## src/rtl/ddr2_init_pkg.sv

```systemverilog
package ddr2_init_pkg;

  typedef enum logic [3:0] {
    S_IDLE,
    S_PWR,
    S_CKE,
    S_PREA,
    S_GAP_A,
    S_EMR2,
    S_GAP_B,
    S_EMR3,
    S_DONE
  } init_state_e;

  // Whole cycles covering a time in ns, rounded up
  function automatic int unsigned wait_cycles(input int unsigned t_ns,
                                              input int unsigned period_ps);
    longint unsigned num;
    num = longint'(t_ns) * 1000 + longint'(period_ps) - 1;
    return int'(num / longint'(period_ps));
  endfunction

  // Bits needed to hold values 0..v
  function automatic int unsigned cnt_bits(input int unsigned v);
    int unsigned w;
    w = 1;
    while ((64'd1 << w) <= v) w++;
    return w;
  endfunction

  function automatic int unsigned max3(input int unsigned a, input int unsigned b,
                                       input int unsigned c);
    int unsigned m;
    m = (a > b) ? a : b;
    return (m > c) ? m : c;
  endfunction

endpackage

```

## src/rtl/init_wait_timer.sv

```systemverilog
module init_wait_timer #(
  parameter int unsigned CNT_W = 16
) (
  input  logic             clk,
  input  logic             rst,
  input  logic             load,
  input  logic [CNT_W-1:0] load_val,
  output logic             expired
);
  logic [CNT_W-1:0] cnt_q;

  always_ff @(posedge clk) begin
    if (rst)               cnt_q <= '0;
    else if (load)         cnt_q <= load_val;
    else if (cnt_q != '0)  cnt_q <= cnt_q - 1'b1;
  end

  assign expired = (cnt_q == '0);

  // a loaded count never wraps; it drains one per cycle
  a_r2_count_down: assert property (@(posedge clk) disable iff (rst)
    (!load && cnt_q != '0) |=> (cnt_q == $past(cnt_q) - 1'b1));
endmodule

```

## src/rtl/init_cmd_encoder.sv

```systemverilog
module init_cmd_encoder
  import ddr2_init_pkg::*;
#(
  parameter int unsigned ADDR_W   = 13,
  parameter int unsigned BA_W     = 2,
  parameter logic [ADDR_W-1:0] EMR2_VAL = '0,
  parameter logic [ADDR_W-1:0] EMR3_VAL = '0
) (
  input  init_state_e       state,
  output logic              cke,
  output logic              cs_n,
  output logic              ras_n,
  output logic              cas_n,
  output logic              we_n,
  output logic [BA_W-1:0]   ba,
  output logic [ADDR_W-1:0] addr
);
  localparam logic [ADDR_W-1:0] ALL_BANKS = ADDR_W'(1) << 10;

  always_comb begin
    cke   = 1'b1;
    cs_n  = 1'b0;
    ras_n = 1'b1;
    cas_n = 1'b1;
    we_n  = 1'b1;
    ba    = '0;
    addr  = '0;
    unique case (state)
      S_IDLE, S_PWR: cke = 1'b0;
      S_PREA: begin
        ras_n = 1'b0;
        we_n  = 1'b0;
        addr  = ALL_BANKS;
      end
      S_EMR2: begin
        ras_n = 1'b0;
        cas_n = 1'b0;
        we_n  = 1'b0;
        ba    = BA_W'(2);
        addr  = EMR2_VAL;
      end
      S_EMR3: begin
        ras_n = 1'b0;
        cas_n = 1'b0;
        we_n  = 1'b0;
        ba    = BA_W'(3);
        addr  = EMR3_VAL;
      end
      default: ;
    endcase
  end
endmodule

```

## src/rtl/ddr2_init_seq.sv

```systemverilog
module ddr2_init_seq
  import ddr2_init_pkg::*;
#(
  parameter int unsigned CLK_PERIOD_PS = 5000,
  parameter int unsigned T_PWRUP_NS    = 200000,
  parameter int unsigned T_CKE_NS      = 400,
  parameter int unsigned GAP_CYC       = 2,
  parameter logic [12:0] EMR2_VAL      = 13'h000,
  parameter logic [12:0] EMR3_VAL      = 13'h000
) (
  input  logic        clk,
  input  logic        rst,
  input  logic        clk_stable_i,
  output logic        cke_o,
  output logic        odt_o,
  output logic        cs_n_o,
  output logic        ras_n_o,
  output logic        cas_n_o,
  output logic        we_n_o,
  output logic [1:0]  ba_o,
  output logic [12:0] addr_o,
  output logic        done_o
);
  localparam int unsigned N_PWR = wait_cycles(T_PWRUP_NS, CLK_PERIOD_PS);
  localparam int unsigned N_CKE = wait_cycles(T_CKE_NS, CLK_PERIOD_PS);
  localparam int unsigned N_GAP = (GAP_CYC < 1) ? 1 : GAP_CYC;
  localparam int unsigned CNT_W = cnt_bits(max3(N_PWR, N_CKE, N_GAP));

  init_state_e      state_q, state_d;
  logic             tmr_load;
  logic [CNT_W-1:0] tmr_val;
  logic             tmr_expired;

  always_comb begin
    state_d  = state_q;
    tmr_load = 1'b0;
    tmr_val  = '0;
    unique case (state_q)
      S_IDLE: if (clk_stable_i) begin
        state_d  = S_PWR;
        tmr_load = 1'b1;
        tmr_val  = CNT_W'(N_PWR - 1);
      end
      S_PWR: if (tmr_expired) begin
        state_d  = S_CKE;
        tmr_load = 1'b1;
        tmr_val  = CNT_W'(N_CKE - 1);
      end
      S_CKE:   if (tmr_expired) state_d = S_PREA;
      S_PREA: begin
        state_d  = S_GAP_A;
        tmr_load = 1'b1;
        tmr_val  = CNT_W'(N_GAP - 1);
      end
      S_GAP_A: if (tmr_expired) state_d = S_EMR2;
      S_EMR2: begin
        state_d  = S_GAP_B;
        tmr_load = 1'b1;
        tmr_val  = CNT_W'(N_GAP - 1);
      end
      S_GAP_B: if (tmr_expired) state_d = S_EMR3;
      S_EMR3:  state_d = S_DONE;
      default: state_d = S_DONE;
    endcase
  end

  always_ff @(posedge clk) begin
    if (rst) state_q <= S_IDLE;
    else     state_q <= state_d;
  end

  init_wait_timer #(.CNT_W(CNT_W)) u_timer (
    .clk      (clk),
    .rst      (rst),
    .load     (tmr_load),
    .load_val (tmr_val),
    .expired  (tmr_expired)
  );

  init_cmd_encoder #(
    .ADDR_W   (13),
    .BA_W     (2),
    .EMR2_VAL (EMR2_VAL),
    .EMR3_VAL (EMR3_VAL)
  ) u_enc (
    .state (state_q),
    .cke   (cke_o),
    .cs_n  (cs_n_o),
    .ras_n (ras_n_o),
    .cas_n (cas_n_o),
    .we_n  (we_n_o),
    .ba    (ba_o),
    .addr  (addr_o)
  );

  assign odt_o  = 1'b0;
  assign done_o = (state_q == S_DONE);

  // Named bus events for the properties
  wire cmd_pre  = !cs_n_o && !ras_n_o &&  cas_n_o && !we_n_o;
  wire cmd_mrs  = !cs_n_o && !ras_n_o && !cas_n_o && !we_n_o;
  wire cmd_emr3 = cmd_mrs && (ba_o == 2'b11);

  // precharge-all only with clock enable already high, bit 10 set
  a_r4_prea_after_cke: assert property (@(posedge clk) disable iff (rst)
    cmd_pre |-> ($past(cke_o) && addr_o[10]));
  // completion follows the register-3 write
  a_r7_done_after_emr3: assert property (@(posedge clk) disable iff (rst)
    $rose(done_o) |-> $past(cmd_emr3));
  // completion is sticky
  a_r7_done_sticky: assert property (@(posedge clk) disable iff (rst)
    done_o |=> done_o);
  // clock enable never falls without reset
  a_r3_cke_no_fall: assert property (@(posedge clk) disable iff (rst)
    cke_o |=> cke_o);
  // mode writes only with clock enable high
  a_r5_mrs_cke_high: assert property (@(posedge clk) disable iff (rst)
    cmd_mrs |-> (cke_o && $past(cke_o)));
endmodule

```

## config.mk

```make
export PLATFORM = sky130hd
export DESIGN_NAME = ddr2_init_seq
export DESIGN_NICKNAME = d
export VERILOG_FILES = /design/src/rtl/ddr2_init_pkg.sv /design/src/rtl/init_wait_timer.sv /design/src/rtl/init_cmd_encoder.sv /design/src/rtl/ddr2_init_seq.sv
export SDC_FILE = /design/constraint.sdc
export NUM_CORES = 1
export LEC_CHECK = 0
export ABC_AREA = 0
export ABC_CLOCK_PERIOD_IN_PS = 4230
export CAP_MARGIN = 25
export CORE_MARGIN = 4
export CORE_UTILIZATION = 55
export DETAILED_ROUTE_END_ITERATION = 10
export PLACE_DENSITY = 0.94
export RECOVER_POWER = 50
export SETUP_SLACK_MARGIN = 0.3
export SLEW_MARGIN = 20
export SYNTH_ARGS = -nofsm -noshare
export SYNTH_HDL_FRONTEND = slang
export SYNTH_SLANG_ARGS = --single-unit
```

## constraint.sdc

```tcl
create_clock -name clk -period 4.23 [get_ports clk]
set_input_delay 0.846 -clock clk [delete_from_list [all_inputs] [get_ports clk]]
set_output_delay 0.846 -clock clk [all_outputs]
set_load 0.1 [all_outputs]
```

* Yosys cells after proc, flatten, opt, wreduce, memory -nomap -nowiden
Cells that the tools add are included.
** Cells by class
- $add $sub $neg :: 1
- Equality and inequality tests :: 13
- Multiplexer cells :: 19
- Reduce and logical (&&, ||, !) cells :: 9
** Operators with widths (count)
- $mux W16 :: 3
- $pmux W16 S3 :: 1
- $pmux W4 S7 :: 1
- $mux W4 :: 5
- $eq A4 B3 Y1 const B :: 4
- $logic_not A16 Y1 :: 1
- $reduce_bool A16 Y1 :: 1
- $sub A16 B1 Y16 const B :: 1
- $mux W11 :: 1
- $ne A2 B2 Y1 const B :: 5
- $eq A4 B2 Y1 const B :: 2
- $mux W7 :: 1
- $reduce_or A2 Y1 :: 3
- $mux W1 :: 5
- $reduce_and A5 Y1 :: 1
- $eq A4 B1 Y1 const B :: 1
- $eq A4 B4 Y1 const B :: 1
- $logic_not A4 Y1 :: 1
- $pmux W2 S2 :: 1
- $pmux W1 S3 :: 1
- $reduce_or A3 Y1 :: 1
- $reduce_bool A2 Y1 :: 1
** Storage, ports and cells
- Register bits :: 20
- Input bits :: 3
- Output and inout port bits :: 22
- Word-level logic and storage cells :: 44

* Longest topological paths before layout
Gate-level depths: netlist of the first run.
- Word-level depth :: 4
- Depth in mapped cells :: 8
- Depth with buffers taken out :: 7

* Modules after synthesis
From an unflattened synthesis of the first run, not the netlist that was laid out.
** Second synthesis, totals
- Cell total of the unflattened synthesis :: 173
- Area total of the unflattened synthesis :: 1382.6 µm²
** Modules (own cells, without submodules)
- init_wait_timer :: times used 1, cells an instance 116, area each 964.7 µm², sequential area each 320.3 µm²
- ddr2_init_seq :: times used 1, cells an instance 35, area each 264.0 µm², sequential area each 80.1 µm²
- init_cmd_encoder :: times used 1, cells an instance 22, area each 153.9 µm², sequential area each 0.0 µm²

* Worst setup path before layout of the first run
No wires, ideal clock.
- Path kind :: register to output
- Start point :: reg state_q[1]
- End point :: out we_n_o
- Arrival :: 4.875 ns
- Data required time :: 3.384 ns
- Path slack :: -1.491 ns
- Cell stages (with the launch flop) :: 5
- Buffers on the path :: 2
- Path through :: dfxtp_1 > clkbuf_1 > nor3b_1 > nor2_1 > buf_4
** On the way
- Word-level cells in the longest chain between the ends :: 3
- Elaborated cells between the ends (all ways) :: 5
- Those cells by class :: eq/ne (3); mux (1); reduce/logical (1)
** RTL lines
- start, declared :: RTL line ddr2_init_seq.sv:29 : init_state_e state_q, state_d;
- start signal, assigned :: RTL line ddr2_init_seq.sv:69 : else state_q <= state_d;
- $eq A4 B3 Y1 or $eq A4 B2 Y1 (tied branches)
- $reduce_or A3 Y1 (no line) (*)
- $mux W1 (*)
- end, declared :: RTL line ddr2_init_seq.sv:19 : output logic we_n_o,
Every way passes the cells marked *; elsewhere a longest branch is shown, timed or not.

* Worst setup path in the final report of the first run
- Start point :: reg state_q[2]
- End point :: out we_n_o
** On the way
- Word-level cells in the longest chain between the ends :: 3
- Elaborated cells between the ends (all ways) :: 5
- Those cells by class :: eq/ne (3); mux (1); reduce/logical (1)
** RTL lines
- $eq A4 B3 Y1 or $eq A4 B2 Y1 (tied branches) :: RTL line init_cmd_encoder.sv:28 : unique case (state)
- $reduce_or A3 Y1 (no line) (*)
- $mux W1 (*) :: RTL line init_cmd_encoder.sv:28
Marks and branches as above.

==> results.sh, run 1 <==
export IMPL_wl_per_cell_microns=14.0
export IMPL_finalHoldViolCount=0
export IMPL_switchingPower_mw=0.230
export IMPL_p_int_mw=0.331
export IMPL_die_width_microns=56.2
export IMPL_fin_crit_sh=0.792
export IMPL_yosys_mux_area_fraction=0.00881
export IMPL_setup_viol_count_final=0
export IMPL_setup_tns_ns=0
export IMPL_hold_class="flip-flop to flip-flop"
export IMPL_start_util=0.578
export IMPL_crit_fanout=12
export IMPL_critPathArrivalTime_ns=2.50
export IMPL_cap_violations=0
export IMPL_grt_pass1_vias=1045
export IMPL_vias=1075
export IMPL_grt_usage=0.177
export IMPL_post_cts_buffers=0
export IMPL_synth_top_area_frac=0.313
export IMPL_syn_area_sq_mm=0.00128
export IMPL_antenna_found_initial=0
export IMPL_pwr_share_seq=0.438
export IMPL_wl_microns=2610
export IMPL_rows=17
export IMPL_rsz0062_at_grt="false"
export IMPL_busiest_layer="met2"
export IMPL_met2_usage=0.311
export IMPL_synth_distinct_cells=40
export IMPL_ys_warn_count=0
export IMPL_cts_resized=0
export IMPL_fin_skew_ns=0.00176
export IMPL_p_leak_nw=0.508
export IMPL_drc=0
export IMPL_syn_inst=156
export IMPL_core_area_sq_mm=0.00221
export IMPL_synth_common_cells="dfxtp_1, buf_4, nor2_1, a21oi_1, nand2_1"
export IMPL_post_dp_hpwl_microns=1930
export IMPL_critPathCaptureType="primary output"
export IMPL_drive_gt1_frac=0.101
export IMPL_clk_insertion_delay_late_ns=0.30
export IMPL_grt_pass1_wl_microns=4480
export IMPL_switching_share=0.410
export IMPL_min_period_ns=3.35
export IMPL_critPathKind="flip-flop to primary output"
export IMPL_status="complete, no violations"
export IMPL_area_growth_synth_to_final_pct=5.77
export IMPL_final_cells=187
export IMPL_n_antenna_cell=0
export IMPL_holdWs_ns=0.581
export IMPL_via_per_inst=5.75
export IMPL_path_cells="nand2b_1, nor3b_2, nor2_1, clkdlybuf4s50_1"
export IMPL_synth_async_sr_flop_share=0
export IMPL_yosys_area_share_simple=0.315
export IMPL_ys_ff_latch=20
export IMPL_synth_edff_count=0
export IMPL_htree_levels=1
export IMPL_grt_overflow=0
export IMPL_ant_nets=0
export IMPL_clock_fmax_ghz=0.298
export IMPL_cts_root_buffer="clkbuf_4"
export IMPL_synth_area_leader_cell="dfxtp_1"
export IMPL_cts_buffers=3
export IMPL_max_stage_delay_ns=1.16
export IMPL_synth_top_flop_cell="dfxtp_1"
export IMPL_io_pins=25
export IMPL_p_comb_frac=0.362
export IMPL_ys_seq_area_frac=0.313
export IMPL_cpLargestDelayFamily="buffers and inverters"
export IMPL_dp_cells=183
export IMPL_slew_headroom=0.341
export IMPL_nNetsFinal=165
export IMPL_total_power_mw=0.561
export IMPL_synth_compound_gate_area_share=0.116
export IMPL_cts_tree="done"
export IMPL_vdd_drop_max_v=0.000235
export IMPL_drt_pass1_iter_count=4
export IMPL_yosys_area_share_adder=0.0196
export IMPL_clkPwrFrac=0.200
export IMPL_drtIter0Drc=19
export IMPL_synth_area_top_cells="dfxtp_1, buf_4, xnor2_1"
export IMPL_crit_slowest_cell="clkdlybuf4s50_1"
export IMPL_maxSlewViolCount=0
export IMPL_tightest_slew_ns=0.985
export IMPL_postCtsHoldBufs=0
export IMPL_crit_required_ns=3.38
export IMPL_port_buffers=10
export IMPL_grt_max_degree=18
export IMPL_yosysMostFrequentCell="dfxtp_1"
export IMPL_die_h_microns=56.2
export IMPL_cp_num_buf_inv=1
export IMPL_use_met1=0.202
export IMPL_avgSynthCellArea_sq_um=8.20
export IMPL_clock_sinks=20
export IMPL_start_kind="flip-flop"
export IMPL_gp_congestion=0.831
export IMPL_synth_top_family_by_area="simple AND/OR/NAND/NOR gates"
export IMPL_cts_buffer_depth=2
export IMPL_clkTransAtPathRegs_ns=0.11
export IMPL_synth_xor_area_frac=0.0890
export IMPL_die_area_sq_mm=0.00316
export IMPL_globalRouteMet3Util=0.0302
export IMPL_p_per_area_mw_per_mm2=415
worst register-to-register path: stages, from the launching register on:
cell	delay, ns
dfxtp_1	0.36
inv_1	0.11
ha_1	0.16
nor3b_1	0.51
nand4_1	0.31
o21ai_0	0.30
or2_1	0.25
nor2_1	0.08
metrics by stage:
stage | setup slack, ns | util | cell area, sq um
finish | 0.880 | 0.611 | 1350
global route | 0.712 | 0.611 | 1350
CTS | 0.878 | 0.611 | 1350
detailed placement | 1.22 | 0.595 | 1320
global placement | 1.31 | 0.595 | 1320
floorplan | 0.0242 | - | 1340
logic make-up (layout without fill, tap and decap cells):
group	count (synthesis)	in the layout
buf+inv	28	18
fa+ha+maj	2	2
compound gates	25	25
other cells	1	14
xor+xnor	13	13
flops	20	20
mux	1	1
simple gates	66	66
layout make-up:
type                    count  area (sq um)
clock buffers               4          36.3
repair buffers             10           100
multi-input cells         121           766
inverters                   4          15.0
well taps                  28          35.0
fillers                   193           860
flip-flops and latches     20           400
power by group through the flow:
stage	sequential [mW]	clock [mW]	combinational, mW
finish	0.246	0.112	0.203
global route	0.250	0.123	0.222
CTS	0.245	0.113	0.202
detailed placement	0.249	0	0.200
global placement	0.246	0	0.192
floorplan	0.239	0	0.191
flip-flops by register name, summed over array words and instances (netlist names):
register / count
state_q: 4
u_timer.cnt_q: 16
cell usage in the layout (no fill, tap or decap), types with 3 or more instances in the layout:
master	count
or3_1	4
inv_1	4
clkbuf_4	3
nor3_1	7
nor2_1	17
xnor2_1	8
clkdlybuf4s50_1	8
nand4_1	4
o21ai_0	4
xor2_1	5
nand2_1	11
o22ai_1	4
dfxtp_1	20
a21oi_1	11
conb_1	14
worst paths after layout:
| path | startpoint | end | slack (ns) | cells past startpoint |
|---|---|---|---|---|
| worst max-delay path | state_q[2]$_SDFFE_PP0P_ | we_n_o | 0.88 | 4 |
| worst min register to register | u_timer.cnt_q[0]$_SDFFE_PP0P_ | u_timer.cnt_q[0]$_SDFFE_PP0P_ | 0.58 | 3 |
| worst min-delay path | u_timer.cnt_q[0]$_SDFFE_PP0P_ | u_timer.cnt_q[0]$_SDFFE_PP0P_ | 0.58 | 3 |
| worst max register to register | u_timer.cnt_q[0]$_SDFFE_PP0P_ | u_timer.cnt_q[14]$_SDFFE_PP0P_ | 2.06 | 7 |
metal layers:
metal / up-vias / routed length (microns)
met5: - / 0
met4: 0 / 53
met3: 8 / 79
met2: 20 / 1430
met1: 524 / 1050
li1: 523 / -
(Power assumes the default switching activity.)
==> run 2, diff against run 1 <==
--- a/config.mk
+++ b/config.mk
@@ -6,12 +6,12 @@
 export NUM_CORES = 1
 export LEC_CHECK = 0
 export ABC_AREA = 0
-export ABC_CLOCK_PERIOD_IN_PS = 4230
+export ABC_CLOCK_PERIOD_IN_PS = 3500
 export CAP_MARGIN = 25
 export CORE_MARGIN = 4
-export CORE_UTILIZATION = 55
+export CORE_UTILIZATION = 51
 export DETAILED_ROUTE_END_ITERATION = 10
-export PLACE_DENSITY = 0.94
+export PLACE_DENSITY = 0.89
 export RECOVER_POWER = 50
 export SETUP_SLACK_MARGIN = 0.3
 export SLEW_MARGIN = 20
==> constraint.sdc (replaced) <==
create_clock -name clk -period 3.5 [get_ports clk]
set_input_delay 0.7 -clock clk [delete_from_list [all_inputs] [get_ports clk]]
set_output_delay 0.7 -clock clk [all_outputs]
set_load 0.1 [all_outputs]
==> results.sh, run 2 (synthesis results as in run 1) <==
export IMPL_status="complete, no violations"
export IMPL_htree_levels=1
export IMPL_clk_insertion_delay_late_ns=0.30
export IMPL_wl_per_cell_microns=14.2
export IMPL_clkTransAtPathRegs_ns=0.11
export IMPL_cts_resized=0
export IMPL_cap_violations=0
export IMPL_path_cells="or3_1, clkbuf_1"
export IMPL_crit_fanout=12
export IMPL_grt_overflow=0
export IMPL_fin_skew_ns=0.00272
export IMPL_clock_sinks=20
export IMPL_gp_congestion=0.787
export IMPL_layout_common_cells="dfxtp_1, nor2_1, conb_1, nand2_1, a21oi_1"
export IMPL_drtIter0Drc=41
export IMPL_drc=0
export IMPL_rows=17
export IMPL_rsz0062_at_grt="false"
export IMPL_postCtsHoldBufs=0
export IMPL_p_per_area_mw_per_mm2=511
export IMPL_drt_pass1_iter_count=4
export IMPL_fin_crit_sh=0.766
export IMPL_crit_slowest_cell="clkbuf_1"
export IMPL_via_per_inst=5.67
export IMPL_nNetsFinal=165
export IMPL_n_antenna_cell=0
export IMPL_area_growth_synth_to_final_pct=4.60
export IMPL_holdWs_ns=0.565
export IMPL_tightest_slew_ns=1.18
export IMPL_grt_pass1_wl_microns=4330
export IMPL_reg_top3="u_timer.cnt_q: 16 flops, state_q: 4 flops"
export IMPL_ant_nets=0
export IMPL_critPathCaptureType="primary output"
export IMPL_regMostFlops="u_timer.cnt_q"
export IMPL_min_period_ns=2.68
export IMPL_grt_pass1_vias=963
export IMPL_setup_viol_count_final=0
export IMPL_critPathArrivalTime_ns=1.98
export IMPL_fin_util=0.582
export IMPL_cts_buffer_depth=2
export IMPL_drive_gt1_frac=0.151
export IMPL_cts_buffers=3
export IMPL_vias=1061
export IMPL_core_area_sq_mm=0.00230
export IMPL_critPathKind="flip-flop to primary output"
export IMPL_cts_root_buffer="clkbuf_4"
export IMPL_final_common_cell="dfxtp_1"
export IMPL_cts_tree="done"
export IMPL_p_leak_nw=0.512
export IMPL_vdd_drop_max_v=0.000331
export IMPL_maxSlewViolCount=0
export IMPL_slew_headroom=0.216
export IMPL_grt_usage=0.165
export IMPL_grt_max_degree=18
export IMPL_hold_class="flip-flop to flip-flop"
export IMPL_die_h_microns=58.1
export IMPL_wl_microns=2660
export IMPL_largest_reg_flops=16
export IMPL_start_kind="flip-flop"
export IMPL_r2r_setup_slack_ns=1.40
export IMPL_die_width_microns=58.1
export IMPL_port_buffers=10
export IMPL_crit_required_ns=2.80
export IMPL_post_dp_hpwl_microns=1920
export IMPL_antenna_found_initial=0
export IMPL_io_pins=25
export IMPL_start_util=0.557
export IMPL_max_stage_delay_ns=0.87
export IMPL_finalHoldViolCount=0
export IMPL_clock_fmax_ghz=0.373
export IMPL_post_cts_buffers=0
export IMPL_die_area_sq_mm=0.00337
==> run 2: cell types whose count changed in the layout (fill, tap and decap cells not counted), sizes merged <==
cell	change
clkdlybuf4s50	-8
buf	+7
clkbuf	+1
==> run 2: layout make-up <==
| type | count | area (sq um) |
|---|---|---|
| multi-input combinational | 121 | 774 |
| inverter | 4 | 15.0 |
| fill | 192 | 960 |
| sequential | 20 | 400 |
| clock buffer | 4 | 36.3 |
| tap | 28 | 35.0 |
| timing repair buffer | 10 | 76.3 |
==> run 2: routing by layer <==
metal / vias to the layer above / global-route usage / wire length [microns]
met1: 486 / 0.184 / 1050
met3: 11 / 0.0245 / 134
met4: 0 / 0.0927 / 100
met5: - / 0 / 0
met2: 45 / 0.297 / 1380
li1: 519 / - / -
==> run 2: worst max-delay path, delay by kind of cell (launching register included) <==
family	cells	cell delay (ns)
and+or+nand+nor	1	0.19
buffers and inverters	1	0.87
DFF	1	0.62
==> run 2: metrics by stage <==
| step | total power [mW] | instance area, sq um | setup WS, ns | setup TNS (ns) | instances |
|---|---|---|---|---|---|
| after CTS | 0.682 | 1340 | 1.10 | 0 | 187 |
| after detailed placement | 0.544 | 1310 | 1.12 | 0 | 183 |
| after global placement | 0.531 | 1310 | 1.15 | 0 | 183 |
| final | 0.683 | 1340 | 0.817 | 0 | 187 |
| after global routing | 0.720 | 1340 | 0.734 | 0 | 187 |
| after floorplan | 0.521 | 1350 | -0.0422 | -0.0422 | 169 |
==> run 2: final timing paths <==
check | from | endpoint | depth (start not counted)
worst min-delay path | u_timer.cnt_q[13]$_SDFFE_PP0P_ | u_timer.cnt_q[13]$_SDFFE_PP0P_ | 2
worst max-delay path | state_q[3]$_SDFFE_PP0P_ | cke_o | 2
worst max register to register | u_timer.cnt_q[0]$_SDFFE_PP0P_ | u_timer.cnt_q[9]$_SDFFE_PP0P_ | 7
worst min register to register | u_timer.cnt_q[13]$_SDFFE_PP0P_ | u_timer.cnt_q[13]$_SDFFE_PP0P_ | 2
==> run 2: report_power, final <==
| group | internal (mW) | switching (mW) | leakage, nW | total (mW) |
|---|---|---|---|---|
| sequential | 0.255 | 0.0405 | 0.165 | 0.296 |
| combinational | 0.0818 | 0.168 | 0.327 | 0.250 |
| clock | 0.0635 | 0.0732 | 0.0210 | 0.137 |
